--- src/rtl/addr_dec_pkg.sv ---
package addr_dec_pkg;
  typedef enum logic [1:0] {
    REG_INT    = 2'd0,
    REG_EXT    = 2'd1,
    REG_PERIPH = 2'd2
  } region_e;
endpackage

--- src/rtl/region_decode.sv ---
module region_decode
  import addr_dec_pkg::*;
#(
  parameter int ADDR_W       = 32,
  parameter int WIN_LOG2     = 22,
  parameter logic [ADDR_W-1:0] CS0_BASE = 32'h0100_0000,
  parameter int CS0_WIN_LOG2 = 22
) (
  input  logic [ADDR_W-1:0] addr_i,
  output region_e           region_o,
  output logic              cs0_alias_o
);
  localparam int TAG_W = ADDR_W - WIN_LOG2;
  localparam int CS0_TAG_W = ADDR_W - CS0_WIN_LOG2;

  logic [TAG_W-1:0] tag;
  assign tag = addr_i[ADDR_W-1:WIN_LOG2];

  always_comb begin
    if (tag == '0)      region_o = REG_INT;
    else if (&tag)      region_o = REG_PERIPH;
    else                region_o = REG_EXT;
  end

  assign cs0_alias_o = (addr_i[ADDR_W-1:CS0_WIN_LOG2] == CS0_BASE[ADDR_W-1:CS0_WIN_LOG2])
                       && (CS0_TAG_W > 0);
endmodule

--- src/rtl/remap_flag.sv ---
module remap_flag (
  input  logic clk_i,
  input  logic rst_ni,
  input  logic remap_i,
  output logic remapped_o
);
  logic remap_q;

  always_ff @(posedge clk_i or negedge rst_ni) begin
    if (!rst_ni)      remap_q <= 1'b0;
    else if (remap_i) remap_q <= 1'b1;
  end

  assign remapped_o = remap_q;

  AST_REMAP_STICKY: assert property (@(posedge clk_i) disable iff (!rst_ni)
    remap_q |=> remap_q);
  AST_REMAP_SET: assert property (@(posedge clk_i) disable iff (!rst_ni)
    remap_i |=> remapped_o);
endmodule

--- src/rtl/boot_width_capture.sv ---
module boot_width_capture #(
  parameter int SAMPLES = 10
) (
  input  logic clk_i,
  input  logic rst_ni,
  input  logic boot_mode_i,
  output logic bus8_o
);
  localparam int CNT_W = $clog2(SAMPLES + 1);

  logic [SAMPLES-1:0] win_q;
  logic [SAMPLES-1:0] win_d;
  logic [CNT_W-1:0]   ones;
  logic               bus8_q;

  assign win_d = {win_q[SAMPLES-2:0], boot_mode_i};

  always_comb begin
    ones = '0;
    for (int i = 0; i < SAMPLES; i++) ones = ones + CNT_W'(win_d[i]);
  end

  // Sampling runs only while reset is held; values freeze on release.
  always_ff @(posedge clk_i) begin
    if (!rst_ni) begin
      win_q  <= win_d;
      bus8_q <= (int'(ones) > SAMPLES / 2);
    end
  end

  assign bus8_o = bus8_q;

  AST_WIDTH_HOLD: assert property (@(posedge clk_i) disable iff (!rst_ni)
    $past(rst_ni) |-> $stable(bus8_o));
endmodule

--- src/rtl/addr_remap_decoder.sv ---
module addr_remap_decoder
  import addr_dec_pkg::*;
#(
  parameter int ADDR_W       = 32,
  parameter int WIN_LOG2     = 22,
  parameter logic [ADDR_W-1:0] CS0_BASE = 32'h0100_0000,
  parameter int CS0_WIN_LOG2 = 22,
  parameter int BOOT_SAMPLES = 10
) (
  input  logic              clk_i,
  input  logic              rst_ni,
  input  logic [ADDR_W-1:0] addr_i,
  input  logic              valid_i,
  input  logic              boot_mode_i,
  input  logic              remap_i,
  output logic              sel_int_o,
  output logic              sel_ext_o,
  output logic              sel_periph_o,
  output logic              cs0_req_o,
  output logic              sram_sel_o,
  output logic              boot_bus8_o
);
  region_e region;
  logic    cs0_alias;
  logic    remapped;

  region_decode #(
    .ADDR_W(ADDR_W), .WIN_LOG2(WIN_LOG2),
    .CS0_BASE(CS0_BASE), .CS0_WIN_LOG2(CS0_WIN_LOG2)
  ) u_dec (
    .addr_i(addr_i), .region_o(region), .cs0_alias_o(cs0_alias)
  );

  remap_flag u_remap (
    .clk_i(clk_i), .rst_ni(rst_ni), .remap_i(remap_i), .remapped_o(remapped)
  );

  boot_width_capture #(.SAMPLES(BOOT_SAMPLES)) u_boot (
    .clk_i(clk_i), .rst_ni(rst_ni), .boot_mode_i(boot_mode_i), .bus8_o(boot_bus8_o)
  );

  assign sel_int_o    = valid_i && (region == REG_INT);
  assign sel_ext_o    = valid_i && (region == REG_EXT);
  assign sel_periph_o = valid_i && (region == REG_PERIPH);

  // Low window targets boot device until remap, then SRAM.
  assign sram_sel_o = sel_int_o && remapped;
  assign cs0_req_o  = (sel_int_o && !remapped) || (sel_ext_o && cs0_alias);

  AST_SEL_ONEHOT: assert property (@(posedge clk_i) disable iff (!rst_ni)
    valid_i |-> $onehot({sel_int_o, sel_ext_o, sel_periph_o}));
  AST_IDLE_QUIET: assert property (@(posedge clk_i) disable iff (!rst_ni)
    !valid_i |-> !(sel_int_o || sel_ext_o || sel_periph_o || cs0_req_o || sram_sel_o));
  AST_TARGET_EXCL: assert property (@(posedge clk_i) disable iff (!rst_ni)
    !(sram_sel_o && cs0_req_o));
  AST_BOOT_MAP: assert property (@(posedge clk_i) disable iff (!rst_ni)
    (sel_int_o && !remapped) |-> cs0_req_o);
endmodule

--- config.mk ---
export PLATFORM = sky130hd
export DESIGN_NAME = addr_remap_decoder
export DESIGN_NICKNAME = d
export VERILOG_FILES = /design/src/rtl/addr_dec_pkg.sv /design/src/rtl/region_decode.sv /design/src/rtl/remap_flag.sv /design/src/rtl/boot_width_capture.sv /design/src/rtl/addr_remap_decoder.sv
export SDC_FILE = /design/constraint.sdc
export NUM_CORES = 1
export LEC_CHECK = 0
export CAP_MARGIN = 15
export CORE_MARGIN = 3
export CORE_UTILIZATION = 38
export DETAILED_ROUTE_END_ITERATION = 16
export PLACE_DENSITY = 0.83
export SETUP_SLACK_MARGIN = 0.05
export SLEW_MARGIN = 20
export SYNTH_ARGS = -nofsm -noshare
export SYNTH_HDL_FRONTEND = slang
export SYNTH_HIERARCHICAL = 1
export SYNTH_SLANG_ARGS = --single-unit
--- constraint.sdc ---
create_clock -name clk_i -period 7.7 [get_ports clk_i]
set_clock_uncertainty 0.2 [all_clocks]
set_input_delay 1.54 -clock clk_i [delete_from_list [all_inputs] [get_ports clk_i]]
set_output_delay 1.54 -clock clk_i [all_outputs]
set_load 0.005 [all_outputs]
* Word level (Yosys, flattened, before mapping) *
Index checks and enable logic that the tools add are counted.

word-level totals
  flip-flop bits (word level) = 11
  logic and storage cells = 29
  bits of input ports = 37

operators by class
  equal/unequal tests = 3
  reductions and logical operators = 11
  add/sub/neg operators = 9
  order comparisons = 1
  multiplexer cells = 2

operators with widths
  operator                                             number
  adder 4 x 1 -> 4 bit                                 7
  == test 10 x 3 -> 1 bit (second input constant)      1
  zero test 10 bit                                     1
  AND reduction 10 bit                                 1
  logical AND 1 bit                                    6
  > comparator 4 x 3 -> 1 bit (second input constant)  1
  2-to-1 mux 2 bit                                     2
  adder 2 x 1 -> 3 bit                                 1
  adder 1 x 1 -> 2 bit                                 1
  == test 2 x 1 -> 1 bit (second input constant)       1
  == test 2 bit (second input constant)                1
  zero test 2 bit                                      1
  zero test 1 bit                                      1
  logical OR 1 bit                                     1

* Longest topological paths before layout *
  depth in word-level cells = 10
  depth in mapped cells = 11
  mapped depth without buffers = 11

* Cells and area by module *
Netlist, hierarchy kept.

by module, submodules not included
  module              cells each  area an instance (um2)  times used  seq. area each (um2)
  boot_width_capture  38          524.3                   1           300.3
  region_decode       10          71.3                    1           0.0
  addr_remap_decoder  8           62.6                    1           0.0
  remap_flag          2           31.3                    1           25.0

* Worst setup path before layout *
No wires, ideal clock.

  path type = input-to-reg
  start point = input port boot_mode_i
  end point = register u_boot.bus8_q (netlist: u_boot/bus8_o), data pin
  buffers on the path = 0
  stages on the path = 11
  data arrival time = 3.961 ns
  setup time = 0.261 ns
  setup slack = 3.278 ns
  cells stage by stage = inv_1 fa_1 fa_1 fa_1 inv_1 ha_1 inv_1 fa_1 inv_1 a21oi_1 a31oi_1

on the way
  cells in the longest elaborated chain, start to end = 10

ends and longest elaborated chain
  item                               line                      text
  start, declared                    addr_remap_decoder.sv:14  input logic boot_mode_i,
  adder 1 x 1 -> 2 bit               boot_width_capture.sv:20  for (int i = 0; i < SAMPLES; i++) ones = ones + CNT_W'(win_d[i]);
  adder 2 x 1 -> 3 bit               boot_width_capture.sv:20
  adder 4 x 1 -> 4 bit (7 in a row)  boot_width_capture.sv:20
  > comparator 4 x 3 -> 1 bit        boot_width_capture.sv:27  bus8_q <= (int'(ones) > SAMPLES / 2);
  end signal, assigned               boot_width_capture.sv:27
  end, declared                      boot_width_capture.sv:14  logic bus8_q;

No other way between the ends.
A chain may end at the register's enable or synchronous reset.

* Final worst setup path *
  start point = input port addr_i[22]
  end point = output port cs0_req_o

on the way
  cells in the longest elaborated chain, start to end = 7

ends and longest elaborated chain
  item                                                              line                                                text
  start, declared                                                   addr_remap_decoder.sv:12                            input logic [ADDR_W-1:0] addr_i,
  AND reduction 10 bit                                              region_decode.sv:21                                 else if (&tag) region_o = REG_PERIPH;
  2-to-1 mux 2 bit                                                  region_decode.sv:21
  2-to-1 mux 2 bit (*)                                              region_decode.sv:20                                 if (tag == '0) region_o = REG_INT;
  net region[0]                                                     addr_remap_decoder.sv:23                            region_e region;
  == test 2 x 1 -> 1 bit / zero test 2 bit (equally long branches)  addr_remap_decoder.sv:43, addr_remap_decoder.sv:42
  logical AND 1 bit, on equally long branches                       addr_remap_decoder.sv:43, addr_remap_decoder.sv:42
  logical AND 1 bit                                                 addr_remap_decoder.sv:48                            assign cs0_req_o = (sel_int_o && !remapped) || (sel_ext_o && cs0_alias);
  logical OR 1 bit (*)                                              addr_remap_decoder.sv:48
  end, declared                                                     addr_remap_decoder.sv:19                            output logic cs0_req_o,

Mark *: on every way through the listed nets, which the timed path passes. The rest lies on a longest branch.

==> flow_summary.yaml <==
setup_path:
  startpoint_type: "input pin"
  crit_chain: "clkdlybuf4s50_1, or4_4, nor3_2, a21oi_1, nor2b_1, a211oi_2, clkdlybuf4s50_1"
  critical_path_class: "input pin to output pin"
  crit_top_cell: "clkdlybuf4s50_1"
  cp.required_ns: 5.96
  cp_top_family: "buffers and inverters"
  critPathMaxFanout: 4
  r2r-end: "u_boot/bus8_o"
  max_stage_delay_ns: 0.55
  timing.rr.start: "u_boot/win_q[4]"
  endpoint_kind: "output pin"
  worst_path_max_delay_cell: "or4_4"
  cp.arrival_ns: 3.65
  rrSetupSlack_ns: 4.28
  r2r_cells: 11
  worst-path-buf-inv: 2
placed_design:
  dp_hpwl_um: 991
  io_buffers: 20
  gp_congestion: 0.785
route:
  vias_per_cell: 4.59
  first_pass_iters: 4
  final_antenna_net_count: 0
  drc_errors: 0
  wl_per_cell_um: 10.5
  via_count: 487
  drt_wl_total_mm: 1.11
  drt-initial-drc-count: 7
sta:
  worst_slew_pin_slew_ns: 0.367
  finalSetupViolations: 0
  whs_ns: 0.252
  timing.fmax_mhz: 186
  rsz0062_at_grt: "no"
  maxSlewHeadroom_pct: 75.5
  setup_tns_ns: 0
  fin_crit_sh_pct: 70.0
  hold_viol_final: 0
  slew_viol_final: 0
  post-route-min-period_ns: 5.39
run_status:
  status: "finished, final reports clean"
floorplan:
  rows: 14
  io-pin-count: 43
  coreArea_um2: 1610
  die_w_um: 48.6
  die_area_um2: 2360
  fp.dieH_um: 48.6
  initial_core_util_pct: 42.8
worst_hold_path:
  hold_start: "u_boot/win_q[5]"
  holdPathStages: 0
  min_path_type: "register to register"
  whs_endpoint: "u_boot/win_q[6]"
power_and_ir_drop:
  leakagePower_nw: 0.387
  finalPower_mw: 0.166
  p_per_area_nw_per_um2: 175
  vdd_drop_max_mv: 0.103
layout:
  drive_above_1_share_pct: 11.0
  layout_commonest_cell: "clkdlybuf4s50_1"
  area_growth_pct: 37.2
  diodes: 0
  fillers: 150
  layout_common_cells: "clkdlybuf4s50_1 (20), inv_1 (17), edfxtp_1 (10)"
  nNetsFinal: 128
  fin_util_pct: 58.7
synthesis:
  synth.net_count: 103
  ys_warn_count: 6
  synth_edf_count: 10
  ys_seq_area_share_pct: 47.2
  synthCells: 58
  syn_avg_cell_area_um2: 11.9
  synthTopCellsByArea: "edfxtp_1 (44%), fa_1 (17%), inv_1 (9.3%)"
  async_reset_ff_share_pct: 9.09
  yosysTopAreaCell: "edfxtp_1"
  synth_top_area_share_pct: 43.6
  synth.ff_latch_count: 11
  syn_area_um2: 689
  synth_cell_types: 21
  synth_flop_cell: "edfxtp_1"
clock_network:
  tritoncts: "built"
  numClockSinks: 11
  post-cts-setup-buffers: 0
  cts_root_buf: "clkbuf_4"
  max-clock-path-buffers: 2
  cts_resized: 0
  ctsHoldBuffers: 0
  cts_max_level: 1
  cts_inserted_buffers: 3
  path_clk_slew_ns: 0.06
  clock_latency_ns: 0.26
global_route:
  antenna_found_initial: 0
  groute.usage.overall_pct: 11.2
  grt_pass1_wl_mm: 1.98
  grt_pass1_vias: 494
  grt_max_degree: 11
  gr-total-overflow: 0
job:
  cap_violations: 0
## cell type report
class                   count  area (um^2)  share of cell area (%)
clock buffers               4         26.3                    2.78
inverters                  17         63.8                    6.75
multi-input cells          30          300                    31.7
flip-flops and latches     11          325                    34.4
well taps                  24         30.0                    3.17
repair buffers             20          200                    21.2
## sequential cells by signal, summed over array words and instances, names as in the netlist
name,cells
u_boot/win_q,9
u_boot/bus8_o,1
u_remap/remapped_o,1
## synth_stat cells, drive strengths merged, types with 2 or more instances
library cell,count
or4,2
nand2,2
fa,6
nand4,2
a21oi,2
edfxtp,10
inv,17
nor2,4
ha,2
nor3,2
## worst reg2reg max path, stage by stage, from the launching register on
cell,delay (ns)
edfxtp_1,0.42
fa_1,0.55
inv_1,0.05
fa_1,0.50
fa_1,0.41
inv_1,0.07
ha_1,0.16
inv_1,0.06
fa_1,0.50
inv_1,0.05
a21oi_1,0.13
a31oi_1,0.09
## report_power, final
group / switching [mW] / internal [mW] / total (mW)
combinational: 0.0262 / 0.0278 / 0.0540
sequential: 0.00225 / 0.0716 / 0.0739
clock: 0.0179 / 0.0200 / 0.0379
total: 0.0463 / 0.119 / 0.166
## layer usage
| metal | GRT usage [%] | wire length [um] | vias to the layer above |
|---|---|---|---|
| met4 | 7.11 | 30 | 0 |
| met5 | 0 | 0 | - |
| met1 | 12.0 | 439 | 226 |
| met2 | 19.0 | 567 | 19 |
| li1 | - | - | 238 |
| met3 | 3.68 | 71 | 4 |
## worst max path at each step
stage                            from             to  cells after the start  slack [ns]
final                      addr_i[22]      cs0_req_o                      7        2.31
after global routing       addr_i[22]      cs0_req_o                      7        2.15
after CTS                  addr_i[22]      cs0_req_o                      7        2.29
after detailed placement   addr_i[22]      cs0_req_o                      7        2.30
after global placement     addr_i[22]      cs0_req_o                      7        2.31
after floorplan           boot_mode_i  u_boot/bus8_o                     11        3.28
## logic make-up (layout without fill, tap and decap cells)
logic type | after synthesis | after routing | synth area share (%)
AOI/OAI and AO/OA | 4 | 4 | 4.17
adders and majority gates | 8 | 8 | 21.1
buffers and inverters | 17 | 41 | 9.26
DFF | 11 | 11 | 47.2
and+or+nand+nor | 18 | 18 | 18.3
## stage by stage
step | setup slack (ns) | area [um^2] | cells
after floorplan | 3.28 | 689 | 58
after global placement | 2.31 | 920 | 102
after detailed placement | 2.30 | 920 | 102
after CTS | 2.29 | 946 | 106
after global routing | 2.15 | 946 | 106
final | 2.31 | 946 | 106
Note: power is estimated with default switching activity, not from simulation.
